[config.mk]
export PLATFORM = sky130hd
export DESIGN_NAME = pm_decode_top
export DESIGN_NICKNAME = d
export VERILOG_FILES = /design/src/rtl/pm_pkg.sv /design/src/rtl/pm_region_dec.sv /design/src/rtl/pm_cfg_reg.sv /design/src/rtl/pm_wait_ctr.sv /design/src/rtl/pm_decode_top.sv
export SDC_FILE = /design/constraint.sdc
export NUM_CORES = 1
export LEC_CHECK = 0
export BUFFER_PORTS_ARGS = -buffer_cell sky130_fd_sc_hd__buf_2
export CAP_MARGIN = 20
export CORE_MARGIN = 2
export CORE_UTILIZATION = 40
export DETAILED_ROUTE_END_ITERATION = 8
export PLACE_DENSITY_LB_ADDON = 0.05
export SLEW_MARGIN = 20
export SYNTH_ARGS = -nofsm -noshare
export SYNTH_HDL_FRONTEND = slang
export SYNTH_SLANG_ARGS = --single-unit
[constraint.sdc]
create_clock -name clk -period 1.4 [get_ports clk]
set_input_delay 0.14 -clock clk [delete_from_list [all_inputs] [get_ports clk]]
set_output_delay 0.14 -clock clk [all_outputs]
set_load 0.005 [all_outputs]
[src/rtl/pm_pkg.sv]
package pm_pkg;
  typedef enum logic [1:0] {
    RG_NONE = 2'd0,
    RG_RAM  = 2'd1,
    RG_ROM  = 2'd2,
    RG_EXT  = 2'd3
  } region_t;
endpackage

[src/rtl/pm_region_dec.sv]
module pm_region_dec
  import pm_pkg::*;
#(
  parameter int AW       = 14,
  parameter int BLK_LOG2 = 11
) (
  input  logic [AW-1:0] addr,
  input  logic          map_hi,
  input  logic          boot_sel,
  input  logic          rom_on,
  output region_t       rg
);
  localparam int HI_BASE_I = (1 << AW) - (1 << BLK_LOG2);
  localparam logic [AW-1:0] HI_BASE = AW'(HI_BASE_I);
  localparam int UW = AW - BLK_LOG2;

  logic in_low, in_romwin, in_hi;

  assign in_low    = (addr[AW-1:BLK_LOG2] == '0);
  assign in_romwin = (addr[AW-1:BLK_LOG2] == UW'(1));
  assign in_hi     = (addr >= HI_BASE);

  always_comb begin
    if (map_hi && !boot_sel) begin
      rg = in_hi ? RG_RAM : RG_EXT;
    end else if (in_low) begin
      rg = RG_RAM;
    end else if (in_romwin && rom_on) begin
      rg = RG_ROM;
    end else begin
      rg = RG_EXT;
    end
  end
endmodule

[src/rtl/pm_cfg_reg.sv]
module pm_cfg_reg #(
  parameter int WW = 3
) (
  input  logic          clk,
  input  logic          rst,
  input  logic          boot_mode,
  input  logic          we,
  input  logic          rom_in,
  input  logic [WW-1:0] wait_in,
  output logic          rom_en,
  output logic [WW-1:0] pwait
);
  localparam logic [WW-1:0] PWAIT_RST = '1;

  always_ff @(posedge clk) begin
    if (rst) begin
      rom_en <= boot_mode;
      pwait  <= PWAIT_RST;
    end else if (we) begin
      rom_en <= rom_in;
      pwait  <= wait_in;
    end
  end
endmodule

[src/rtl/pm_wait_ctr.sv]
module pm_wait_ctr #(
  parameter int WW = 3
) (
  input  logic          clk,
  input  logic          rst,
  input  logic          start,
  input  logic          hold,
  input  logic [WW-1:0] load,
  output logic          busy,
  output logic          zero_now
);
  logic [WW-1:0] cnt;

  always_ff @(posedge clk) begin
    if (rst) begin
      busy <= 1'b0;
      cnt  <= '0;
    end else if (!busy) begin
      if (start && load != '0) begin
        busy <= 1'b1;
        cnt  <= load - WW'(1);
      end
    end else if (!hold || cnt == '0) begin
      busy <= 1'b0;
    end else begin
      cnt <= cnt - WW'(1);
    end
  end

  assign zero_now = busy ? (cnt == '0) : (load == '0);
endmodule

[src/rtl/pm_decode_top.sv]
module pm_decode_top
  import pm_pkg::*;
#(
  parameter int AW        = 14,
  parameter int BLK_LOG2  = 11,
  parameter int WW        = 3,
  parameter int VEC_LIMIT = 96
) (
  input  logic          clk,
  input  logic          rst,
  input  logic          req,
  input  logic [AW-1:0] addr,
  input  logic          map_hi,
  input  logic          boot_sel,
  input  logic          cfg_we,
  input  logic          cfg_rom_en,
  input  logic [WW-1:0] cfg_wait,
  output logic          sel_ram,
  output logic          sel_rom,
  output logic          ext_cs,
  output logic          rdy,
  output logic          vec_hit
);
  localparam logic [AW-1:0] VEC_END = AW'(VEC_LIMIT);

  logic          rom_en;
  logic [WW-1:0] pwait;
  region_t       rg_live, rg_held, rg_eff;
  logic          busy, zero_now;

  pm_cfg_reg #(.WW(WW)) u_cfg (
    .clk(clk), .rst(rst), .boot_mode(map_hi & boot_sel),
    .we(cfg_we), .rom_in(cfg_rom_en), .wait_in(cfg_wait),
    .rom_en(rom_en), .pwait(pwait)
  );

  pm_region_dec #(.AW(AW), .BLK_LOG2(BLK_LOG2)) u_dec (
    .addr(addr), .map_hi(map_hi), .boot_sel(boot_sel),
    .rom_on(rom_en), .rg(rg_live)
  );

  pm_wait_ctr #(.WW(WW)) u_wait (
    .clk(clk), .rst(rst),
    .start(req && rg_live == RG_EXT), .hold(req),
    .load(pwait), .busy(busy), .zero_now(zero_now)
  );

  always_ff @(posedge clk) begin
    if (rst) begin
      rg_held <= RG_NONE;
    end else if (!busy) begin
      rg_held <= rg_live;
    end
  end

  assign rg_eff  = busy ? rg_held : rg_live;
  assign sel_ram = req && rg_eff == RG_RAM;
  assign sel_rom = req && rg_eff == RG_ROM;
  assign ext_cs  = req && rg_eff == RG_EXT;
  assign rdy     = sel_ram || sel_rom || (ext_cs && zero_now);
  assign vec_hit = req && (addr < VEC_END);
endmodule

==> Word level (Yosys, flattened, before mapping) <==
Index checks and enable logic that the tools add are counted.
{ "totals": {"ff_bits": 10, "latch_bits": 0, "ram_bits": 0, "rom_bits": 0, "inputBits": 24, "out_inout_bits": 5, "elab_cells": 51, "mem_count": 0} }
{ "op_classes": {"n_addsub": 2, "n_mul": 0, "div": 0, "order_cmp": 2, "n_eq_ne": 6, "shifts": 0, "muxes": 14, "bitwise_logic": 1, "n_reduce_logical": 21} }
{ "ops": {"columns": ["cell", "n"], "rows": [
  [">= comparator 14 bit, second input constant", 1],
  ["< comparator 14 x 7 -> 1 bit, second input constant", 1],
  ["logical AND 1 bit", 9],
  ["logical NOT 3 bit", 3],
  ["two-way mux 3 bit", 3],
  ["two-way mux 2 bit", 4],
  ["two-way mux 1 bit", 7],
  ["equality test 2 bit, second input constant", 3],
  ["subtractor 3 x 1 -> 3 bit, second input constant", 2],
  ["nonzero test 2 bit", 2],
  ["equality test 3 x 1 -> 1 bit, second input constant", 1],
  ["logical OR 1 bit", 3],
  ["nonzero test 3 bit", 1],
  ["equality test 2 x 1 -> 1 bit, second input constant", 1],
  ["logical NOT 1 bit", 2],
  ["inequality test 2 bit, second input constant", 1],
  ["AND reduction 2 bit", 1],
  ["AND 1 bit", 1]
]} }

==> Longest topological paths before layout <==
Gate-level depths: netlist of run 1.
{ "logic_depth": {"ltp_word": 10, "ltp_mapped": 7, "depth_no_buf": 6} }

==> Modules after synthesis <==
Synthesis of run 1 repeated with hierarchy kept, for this count alone.
{ "unflattened": {"hier_cells": 59, "hier_area_um2": 598.1} }
{ "by_module_without_submodules": {"columns": ["module", "n_inst", "cells_each", "area_per_inst_um2", "seq_area_each_um2"], "rows": [
  ["pm_wait_ctr", 1, 23, 254.0, 80.1],
  ["pm_cfg_reg", 1, 12, 152.6, 90.1],
  ["pm_decode_top", 1, 19, 146.4, 40.0],
  ["pm_region_dec", 1, 5, 45.0, 0.0]
]} }

==> Worst setup path before layout of run 1 <==
OpenSTA, ideal clock, no wires.
{ "synth_timing": {"path_kind": "flip-flop to flip-flop", "start": "register u_wait.busy", "end": "register u_wait.cnt[2]", "setup_ps": 132, "arrival_time_ps": 1431, "required_time_ps": 1268, "slack_ps": -163, "path_stages_with_launch": 7, "path_buffers": 1, "period_less_slack_ps": 1563, "path_cell_list": "dfxtp_1 -> clkbuf_8 -> mux2i_1 -> ha_1 -> mux2_2 -> o21ai_1 -> a21oi_1"} }
{ "synth_via": {"elab_chain_cells": 2, "elab_cells_between_ends": 4, "cone_classes": "eq/ne: 1; mux: 1; reduce/logical: 2"} }
{ "synth_rtl": {"columns": ["item", "line_no", "rtl"], "rows": [
  ["start, declared", "pm_wait_ctr.sv:9", "output logic busy,"],
  ["start signal, assigned", "pm_wait_ctr.sv:16", "busy <= 1'b0;"],
  ["start signal, assigned", "pm_wait_ctr.sv:20", "busy <= 1'b1;"],
  ["start signal, assigned", "pm_wait_ctr.sv:24", "busy <= 1'b0;"],
  ["inequality test 2 bit (no source line) or nonzero test 2 bit (tied branches)", null, null],
  ["AND reduction 2 bit (no source line)", null, null],
  ["end signal, assigned", "pm_wait_ctr.sv:21", "cnt <= load - WW'(1);"],
  ["end signal, assigned", "pm_wait_ctr.sv:26", "cnt <= cnt - WW'(1);"],
  ["end, declared", "pm_wait_ctr.sv:12", "logic [WW-1:0] cnt;"]
]} }
Parallel ways exist; a longest one is shown, timed or not.
A chain may end at the register's enable or synchronous reset.

==> Worst setup path after layout of run 1 <==
{ "layout_timing": {"start": "register u_wait.busy", "end": "output port rdy"} }
{ "layout_via": {"elab_chain_cells": 5, "elab_cells_between_ends": 11, "cone_classes": "eq/ne: 3; mux: 2; reduce/logical: 6"} }
{ "layout_rtl": {"columns": ["item", "line_no", "rtl"], "rows": [
  ["two-way mux 2 bit", null, null],
  ["equality test 2 x 1 -> 1 bit (tied with other cells)", "pm_decode_top.sv:57", "assign sel_ram = req && rg_eff == RG_RAM;"],
  ["logical AND 1 bit, on equally long branches", "pm_decode_top.sv:57, pm_decode_top.sv:58, pm_decode_top.sv:59", null],
  ["logical OR 1 bit or logical AND 1 bit (tied branches)", "pm_decode_top.sv:60", "assign rdy = sel_ram || sel_rom || (ext_cs && zero_now);"],
  ["logical OR 1 bit *", "pm_decode_top.sv:60", null],
  ["end, declared", "pm_decode_top.sv:21", "output logic rdy,"]
]} }
Every way passes the cells marked *; elsewhere a longest branch is shown, timed or not.

==> results of run 1 <==
==> through the flow <==
stage	TNS, ns	hold WS (ns)	area (um2)	worst slack (ns)
finish	-0.510	0.0855	932	-0.124
global route	-1.10	0.0857	932	-0.230
CTS	-0.582	0.0719	920	-0.132
detailed placement	-0.0199	0.356	806	-0.0164
global placement	-0.00692	0.356	806	-0.00692
floorplan	-0.130	0.256	643	-0.130
==> path summary, 6_finish.rpt <==
path / startpoint / endpoint / slack, ns / cells past startpoint
worst max-delay path: u_wait.busy$_SDFF_PP0_ / rdy / -0.12 / 5
worst min-delay path: cfg_wait[2] / u_cfg.pwait[2]$_SDFFE_PP1P_ / 0.09 / 3
worst max register to register: u_cfg.pwait[0]$_SDFFE_PP1P_ / u_wait.cnt[2]$_SDFFE_PP0P_ / -0.06 / 6
worst min register to register: u_cfg.pwait[1]$_SDFFE_PP1P_ / u_cfg.pwait[1]$_SDFFE_PP1P_ / 0.50 / 2
==> tightest hold or removal path, cell delays in order <==
cell and delay (ns):
buf_2 0.07, nand2_1 0.04, o211ai_1 0.06
==> synthesized netlist by cell type, drive strengths merged, types with 3 or more instances <==
master	n
a21oi	3
dfxtp	9
inv	6
mux2i	8
nand2	5
nor2	7
nor3	5
o31ai	3
==> what timing repair did <==
action	in CTS	in global routing
gates resized for setup	10	2
endpoints found under the setup margin	5	7
setup buffers	5	1
pin swaps	2	0
==> power by group <==
| group | leakage [nW] | internal, mW | switching [mW] |
|---|---|---|---|
| Sequential | 0.0851 | 0.316 | 0.0209 |
| Clock | 0.0210 | 0.158 | 0.102 |
| Combinational | 0.319 | 0.129 | 0.0986 |
| Total | 0.426 | 0.603 | 0.221 |
==> layer usage <==
layer	up-vias	track usage	wire length, um
li1	312	-	-
met1	265	0.182	523
met2	18	0.288	624
met3	4	0.0292	92
met4	0	0.0909	26
met5	-	0	0
==> layout make-up <==
cell class,count,area share
clock buffer,4,0.0389
inverter,6,0.0242
multi-input combinational,49,0.455
sequential,10,0.232
tap,16,0.0215
timing repair buffer,35,0.228
==> cells by family after synthesis <==
kind of cell	after synthesis	synth area share
AND/OR/NAND/NOR	26	0.242
multiplexers	9	0.183
buffers and inverters	8	0.0630
AO/OA/AOI/OAI	13	0.161
flip-flops	10	0.331
adder cells (fa/ha/maj)	1	0.0197
==> state kept, by name (all words and copies together) (netlist names) <==
register      count
u_cfg.rom_en      1
u_wait.cnt        3
u_cfg.pwait       3
rg_held           2
u_wait.busy       1
==> key figures, run 1 <==
Logic synthesis
  • Post-synth EDFFs: 1
  • Synth top area cells: dfxtp_1 28%, mux2i_1 9.4%, mux2i_4 7.1%, edfxtp_1 4.7%, nor2_1 4.1%
  • Synth area leader: dfxtp_1
  • Fraction of registers with async set/reset: 0
  • Synthesized cell area: 636 um2
  • Yosys cell types: 31
  • Synth top area share: 0.283
  • Syn Inst Count: 67
  • Mean area per synthesized cell: 9.49 um2
  • Synth warn: 0
  • Sequential fraction of the synthesis area: 0.331
  • Syn nets: 92
  • Number of synthesized register bits: 10
  • Synth Flop Type: dfxtp_1

Floorplanning
  • Die W: 43.9 um
  • Vert. Die Dim: 43.9 um
  • Core area: 1510 um2
  • Die area: 1920 um2
  • I/O pin cnt: 29
  • Initial Utilization: 0.422
  • Core Rows: 14

STA
  • RSZ-0062 raised after global routing: true
  • Minimum period implied by the final worst setup slack: 1.52 ns
  • Slew Limit Headroom: 0.830
  • Pins over their slew limit: 0
  • Final setup violation count: 6
  • Final period util: 1.09
  • Slew @ Worst Pin: 0.254 ns
  • Final Hold Viols: 0
  • F_max: 0.656 GHz
  • Worst setup margin: -0.124 ns
  • Worst Skew: 0.00121 ns

Global route
  • Largest net degree at the start of global routing: 11
  • GRT Util Overall: 0.163
  • Gr ovfl total: 0
  • Wire length of the first global-routing pass: 2300 um
  • Initial antenna violation count: 0
  • Vias in the first global route: 585

Setup path
  • Critical Path Max Stage Delay: 0.37 ns
  • CP required: 1.26 ns
  • CP Buf/Inv Count: 3
  • Crit Path Max Fanout: 5
  • Crit path kind: flop to output port
  • CP top delay family: buffers and inverters
  • Critical-path top delay cell: dfxtp_4
  • CP endpoint kind: output port
  • Worst path cell trace: buf_8 > mux2i_4 > buf_4 > a21oi_1 > buf_2
  • Arrival @ worst endpoint: 1.38 ns
  • Worst setup SP type: flop

Power
  • P_leak: 0.426 nW
  • Pwr Total: 0.824 mW
  • VDD IR max: 0.000650 V
  • P per Cell Area: 884 nW/um2

Drt
  • Vias per inst: 4.99
  • Routed len/inst: 10.6 um
  • Iter 0 DRT Violations: 8
  • Vias: 599
  • Drt total wl: 1270 um
  • Antenna-violating nets left: 0
  • DRC Markers: 0
  • DR pass1 iterations: 4

Placement
  • Routability Congestion: 0.764
  • Placed cells: 110
  • Hpwl dp: 944 um
  • PortBufs: 23

Layout
  • Most frequent cells in the layout: 23 x buf_2, 11 x buf_4, 7 x nor2_1, 6 x dfxtp_1
  • Area occupied by multi-input gates: 424 um2
  • Register area: 216 um2
  • Nets: 130
  • Share of layout cells above drive strength 1: 0.577
  • Fillers: 142
  • Commonest non-fill, non-tap cell in the layout: buf_2
  • Core Util, Final: 0.619
  • Ant. Diodes: 0
  • Final non-filler cell total: 120
  • Area growth syn-to-layout: 46.7%

Status
  • Status: finished, violations left
  • Failing checks: setup timing

CTS
  • Hold buffers post-CTS: 0
  • CTS Buf Count: 3
  • Clock Pin Slew Worst Setup and Hold Paths: 0.07 ns
  • Clock latency at the later pin of the worst-skew pair: 0.26 ns
  • Root Buffer Master: clkbuf_4
  • CTS tree: built
  • Buffer levels on the longest clock path: 2
  • Clock sinks: 10
  • CTS HTree Levels: 1

Worst hold path
  • Worst Hold Class: primary input to flop

Run
  • Reported max-cap violation count: 0
No activity file was read; power rests on OpenSTA's default activity.
==> run 2, diff against run 1 <==
--- a/config.mk
+++ b/config.mk
@@ -9,5 +9,5 @@
 export CAP_MARGIN = 20
 export CORE_MARGIN = 2
-export CORE_UTILIZATION = 40
+export CORE_UTILIZATION = 35
 export DETAILED_ROUTE_END_ITERATION = 8
 export PLACE_DENSITY_LB_ADDON = 0.05
==> constraint.sdc (replaced) <==
create_clock -name clk -period 1.4 [get_ports clk]
set_input_delay 0.14 -clock clk [delete_from_list [all_inputs] [get_ports clk]]
set_output_delay 0.14 -clock clk [all_outputs]
set_load 0.1 [all_outputs]
==> run 2 against run 1 <==
The flow still finishes with violations (setup timing). Register-to-register slack worse by 0.15 ns. Cell count is 12% higher. Die area is 13% higher. Power is 20% higher. Clock skew hardly changed. Largest power group is now combinational cells.
==> key figures, run 2 (same netlist as run 1, synthesis figures left out) <==
Status
  • Status: finished, violations left
  • Failing checks: setup timing

STA
  • Worst setup margin: -0.252 ns (-0.128 ns)
  • F_max: 0.605 GHz (-7.7%)
  • RSZ-0062 raised after global routing: true
  • Minimum period implied by the final worst setup slack: 1.65 ns (+0.128 ns)
  • Slew @ Worst Pin: 0.281 ns (+0.0264 ns)
  • Final setup violation count: 6 (unchanged)
  • Pins over their slew limit: 0 (unchanged)
  • Final period util: 1.18 (+0.0913)
  • Final setup TNS: -1.20 ns (-0.688 ns)
  • Slew Limit Headroom: 0.812 (-0.0178)
  • Fin Hold WS: 0.0953 ns (+0.00980 ns)
  • Worst Skew: 0.000969 ns (-0.000244 ns)
  • Final Hold Viols: 0 (unchanged)

Layout
  • Post-layout instance area: 1140 um2 (+22%)
  • Share of layout cells above drive strength 1: 0.624 (+0.0469)
  • Ant. Diodes: 0 (unchanged)
  • Area growth syn-to-layout: 79.1%
  • Largest regs: u_cfg.pwait: 3 flops, u_wait.cnt: 3 flops, rg_held: 2 flops
  • Commonest non-fill, non-tap cell in the layout: buf_2
  • Core Util, Final: 0.667 (+0.0479)
  • Final non-filler cell total: 134 (+12%)
  • Nets: 135 (+3.8%)
  • Most frequent cells in the layout: 18 x buf_2, 14 x buf_4, 7 x dfxtp_1, 6 x nor2_1, 6 x buf_12

Drt
  • Iter 0 DRT Violations: 6 (-2)
  • DR pass1 iterations: 4 (unchanged)
  • DRC Markers: 0 (unchanged)
  • Vias: 619 (+3.3%)
  • Antenna-violating nets left: 0 (unchanged)
  • Drt total wl: 1470 um (+16%)
  • Vias per inst: 4.62 (-7.5%)
  • Routed len/inst: 10.9 um (+3.6%)

Global route
  • Largest net degree at the start of global routing: 11 (unchanged)
  • Initial antenna violation count: 0 (unchanged)
  • Vias in the first global route: 623 (+6.5%)
  • Gr ovfl total: 0 (unchanged)
  • GRT Util Overall: 0.153 (-0.00963)
  • Wire length of the first global-routing pass: 2370 um (+3.0%)

Power
  • P_leak: 0.489 nW (+15%)
  • VDD IR max: 0.000650 V (about the same)
  • Pwr Total: 0.988 mW (+20%)
  • P per Cell Area: 868 nW/um2 (-1.8%)

Placement
  • Placed cells: 129 (+17%)
  • Routability Congestion: 0.688 (-9.9%)
  • Dpl ws: -0.153 ns (-0.137 ns)
  • PortBufs: 23 (unchanged)
  • DP Area: 1040 um2 (+29%)
  • Hpwl dp: 1180 um (+25%)

Setup path
  • Crit Path Max Fanout: 5 (unchanged)
  • Worst path cell trace: buf_4 > o21a_1 > o31ai_2 > a21oi_4 > buf_12
  • R2R Path End: u_wait.cnt[2]$_SDFFE_PP0P_
  • Crit path kind: flop to output port
  • CP required: 1.26 ns (about the same)
  • Arrival @ worst endpoint: 1.51 ns (+0.13 ns)
  • CP endpoint kind: output port
  • FF-to-FF setup slack: -0.21 ns (-0.15 ns)
  • Critical-path top delay cell: dfxtp_4
  • R2r worst-path depth: 6 (unchanged)
  • Reg-to-reg critical path startpoint: u_wait.busy$_SDFF_PP0_
  • Critical Path Max Stage Delay: 0.36 ns (about the same)
  • Worst setup SP type: flop

CTS
  • CTS Buf Count: 3 (unchanged)
  • Clock latency at the later pin of the worst-skew pair: 0.26 ns (about the same)
  • Buffer levels on the longest clock path: 2 (unchanged)
  • CTS tree: built
  • CTS HTree Levels: 1 (unchanged)
  • Hold buffers post-CTS: 0 (unchanged)
  • Clock Pin Slew Worst Setup and Hold Paths: 0.07 ns (about the same)
  • Root Buffer Master: clkbuf_4
  • Clock sinks: 10 (unchanged)

Worst hold path
  • Hold Crit Depth: 3 (unchanged)
  • Hold endpoint: u_cfg.pwait[2]$_SDFFE_PP1P_
  • Worst Hold Class: primary input to flop
  • HP Start: cfg_wait[2]

Run
  • Reported max-cap violation count: 0 (unchanged)

Floorplanning
  • Vert. Die Dim: 46.6 um (+6.3%)
  • I/O pin cnt: 29 (unchanged)
  • Initial Utilization: 0.372 (-0.0498)
  • Core Rows: 15 (+1)
  • Die W: 46.6 um (+6.3%)
  • Die area: 2170 um2 (+13%)
  • Core area: 1710 um2 (+13%)
==> run 2: changes by cell type in the layout (fill, tap and decap cells not counted), sizes merged <==
cell / previous run / this run
buf: 35 / 40
==> run 2: metal layers <==
metal,vias up,global-route usage,part of all wire
li1,326,-,-
met1,282,0.169,0.40
met2,11,0.286,0.56
met3,0,0.0353,0.042
met4,0,0.0500,0
met5,-,0,0
==> run 2: critical path: cells and delay by family (launching register included) <==
kind,cells,cell delay (ns)
flops,1,0.36
buf+inv,2,0.33
compound gates,3,0.56
==> run 2: cell type report <==
| class | count | area, um2 |
|---|---|---|
| flip-flops and latches | 10 | 215 |
| clock buffers | 4 | 36.3 |
| fillers | 139 | 569 |
| inverters | 6 | 22.5 |
| repair buffers | 40 | 338 |
| multi-input cells | 49 | 495 |
| well taps | 25 | 31.3 |
==> run 2: worst max-delay path by stage <==
stage                           start       to  cells past startpoint
4_1_cts        u_wait.busy$_SDFF_PP0_      rdy                      5
5_1_grt        u_wait.busy$_SDFF_PP0_  sel_ram                      5
3_3_place_gp                 addr[12]  sel_ram                      7
3_5_place_dp                 addr[12]  sel_ram                      7
6_report       u_wait.busy$_SDFF_PP0_      rdy                      5
2_1_floorplan  u_wait.busy$_SDFF_PP0_  sel_rom                      4
==> run 2: report_power, final <==
part,internal (mW),switching [mW]
clock,0.158,0.102
combinational,0.187,0.201
sequential,0.316,0.0248
total,0.660,0.328
==> run 2: what timing repair did <==
item                                   in CTS  in global routing
endpoints found under the hold margin       0                  0
buffers inserted                            3                  0
setup endpoints to repair                   7                  7
gates resized for setup                    12                  1
pin swaps                                   6                  2
==> run 3, diff against run 2 <==
clock period = 1.5 ns   (was 1.4 ns; I/O delays follow)
==> run 3 against run 2 <==
The flow still finishes with violations (setup timing). First-iteration DRC count down 50%. Core utilization up 1.7 points. Critical path depth unchanged. Die area unchanged. Clock skew up 0.0020 ns. Global-route usage up 0.80 points. Design area up 2.5%. Sequential power down 5.9%. Worst setup slack better by 0.086 ns. Non-clock buffer count down 1.
==> key figures, run 3 (same netlist as run 1, synthesis figures left out) <==
Status
  • Status: finished, violations left
  • Failing checks: setup timing

Setup path
  • CP endpoint kind: output port
  • CP required: 1.35 ns (+0.09 ns)
  • Worst setup SP type: flop
  • Crit Path Max Fanout: 4 (-1)
  • Crit path kind: flop to output port
  • Arrival @ worst endpoint: 1.52 ns (about the same)

Placement
  • Hpwl dp: 1170 um (-1.0%)
  • Dpl ws: -0.0845 ns (+0.0684 ns)
  • DP Area: 1030 um2 (-0.72%)
  • PortBufs: 23 (unchanged)
  • Placed cells: 128 (-0.78%)
  • Routability Congestion: 0.666 (-3.3%)

Drt
  • Vias per inst: 4.74 (+2.7%)
  • Routed len/inst: 11.6 um (+6.1%)
  • Vias: 631 (+1.9%)
  • DRC Markers: 0 (unchanged)
  • Iter 0 DRT Violations: 3 (-3)
  • DR pass1 iterations: 3 (-1)
  • Antenna-violating nets left: 0 (unchanged)
  • Drt total wl: 1540 um (+5.3%)

Power
  • Pwr Total: 0.902 mW (-8.8%)
  • P_int: 0.586 mW (-11%)
  • Net Sw Frac: 0.351 (+0.0187)
  • Sw Pwr: 0.316 mW (-3.6%)
  • Register share of total power: 0.356 (+0.011)
  • P per Cell Area: 773 nW/um2 (-11%)
  • Clock network power share: 0.217 (-0.046)
  • Comb pwr share: 0.427 (+0.035)
  • VDD IR max: 0.000645 V (-0.79%)
  • P_leak: 0.475 nW (-2.7%)

Layout
  • Commonest non-fill, non-tap cell in the layout: buf_2
  • Post-layout instance area: 1170 um2 (+2.5%)
  • Core Util, Final: 0.684 (+0.0168)
  • Largest regs: u_cfg.pwait: 3 flops, u_wait.cnt: 3 flops, rg_held: 2 flops
  • Fillers: 144 (+3.6%)
  • Ant. Diodes: 0 (unchanged)
  • Most frequent cells in the layout: 18 x buf_2, 10 x buf_4, 7 x dfxtp_1, 6 x nor2_1, 6 x buf_12
  • Area growth syn-to-layout: 83.7%
  • Nets: 134 (-0.74%)
  • Share of layout cells above drive strength 1: 0.657 (+0.0336)
  • Final non-filler cell total: 133 (-0.75%)

CTS
  • CTS tree: built
  • CTS HTree Levels: 1 (unchanged)
  • Buffer levels on the longest clock path: 2 (unchanged)
  • Hold buffers post-CTS: 0 (unchanged)
  • Root Buffer Master: clkbuf_4
  • Clock sinks: 10 (unchanged)
  • CTS Buf Count: 3 (unchanged)
  • Clock latency at the later pin of the worst-skew pair: 0.26 ns (about the same)
  • Clock Pin Slew Worst Setup and Hold Paths: 0.07 ns (about the same)

STA
  • Minimum period implied by the final worst setup slack: 1.67 ns
  • Final setup TNS: -0.721 ns (+0.477 ns)
  • Final Hold Viols: 0 (unchanged)
  • F_max: 0.601 GHz
  • Slew Limit Headroom: 0.813 (+0.00174)
  • Final setup violation count: 5 (-1)
  • RSZ-0062 raised after global routing: true
  • Final period util: 1.11
  • Worst Skew: 0.00292 ns (+0.00195 ns)
  • Pins over their slew limit: 0 (unchanged)
  • Worst setup margin: -0.165 ns (+0.0864 ns)
  • Slew @ Worst Pin: 0.278 ns (-0.00259 ns)
  • Fin Hold WS: 0.0928 ns (-0.00254 ns)

Floorplanning
  • Initial Utilization: 0.372 (unchanged)
  • Die area: 2170 um2 (unchanged)
  • Core Rows: 15 (unchanged)
  • I/O pin cnt: 29 (unchanged)
  • Vert. Die Dim: 46.6 um (unchanged)
  • Core area: 1710 um2 (unchanged)
  • Die W: 46.6 um (unchanged)

Global route
  • GRT Util Overall: 0.161 (+0.00799)
  • Wire length of the first global-routing pass: 2420 um (+1.8%)
  • Vias in the first global route: 587 (-5.8%)
  • Gr ovfl total: 0 (unchanged)
  • Largest net degree at the start of global routing: 11 (unchanged)
  • Initial antenna violation count: 0 (unchanged)

Run
  • Reported max-cap violation count: 0 (unchanged)

Worst hold path
  • Worst Hold Class: primary input to flop
## run 3: worst max-delay path, stage by stage, from the launching register on
cell	delay, ns
dfxtp_4	0.37
buf_12	0.11
mux2i_4	0.26
buf_6	0.16
and3_4	0.19
buf_12	0.17
## run 3: cell type report
| class | count | area (um2) | share of cell area |
|---|---|---|---|
| Timing Repair Buffer | 39 | 342 | 0.293 |
| Inverter | 6 | 22.5 | 0.0193 |
| Clock buffer | 4 | 26.3 | 0.0225 |
| Tap cell | 25 | 31.3 | 0.0268 |
| Multi-Input combinational cell | 49 | 528 | 0.452 |
| Sequential cell | 10 | 218 | 0.186 |
## run 3: final timing paths
kind | startpoint | endpoint | slack, ns | cells past startpoint
worst min-delay path | cfg_wait[2] | u_cfg.pwait[2]$_SDFFE_PP1P_ | 0.09 | 3
worst min register to register | u_wait.cnt[2]$_SDFFE_PP0P_ | u_wait.cnt[2]$_SDFFE_PP0P_ | 0.50 | 2
worst max-delay path | u_wait.busy$_SDFF_PP0_ | sel_ram | -0.17 | 5
worst max register to register | u_wait.busy$_SDFF_PP0_ | u_wait.cnt[2]$_SDFFE_PP0P_ | -0.13 | 7
## run 3: repair_timing
item,in CTS,in global routing
cloned,0,0
resized for setup,14,9
hold endpoints to repair,0,0
pin swaps,8,5
buffers inserted,2,1
endpoints found under the setup margin,5,7
## run 3: routing by layer
layer | global-route usage | part of all wire | vias to the layer above | routed length (um)
met1 | 0.178 | 0.41 | 294 | 633
li1 | - | - | 320 | -
met5 | 0 | 0 | - | 0
met2 | 0.286 | 0.54 | 15 | 834
met3 | 0.0235 | 0.038 | 2 | 59
met4 | 0.100 | 0.011 | 0 | 17
## run 3: power groups by stage
| stage | registers (mW) | logic, mW | clock network [mW] |
|---|---|---|---|
| floorplan | 0.314 | 0.209 | 0 |
| global placement | 0.319 | 0.336 | 0 |
| detailed placement | 0.319 | 0.340 | 0 |
| CTS | 0.315 | 0.366 | 0.202 |
| global route | 0.323 | 0.411 | 0.214 |
| finish | 0.321 | 0.385 | 0.196 |
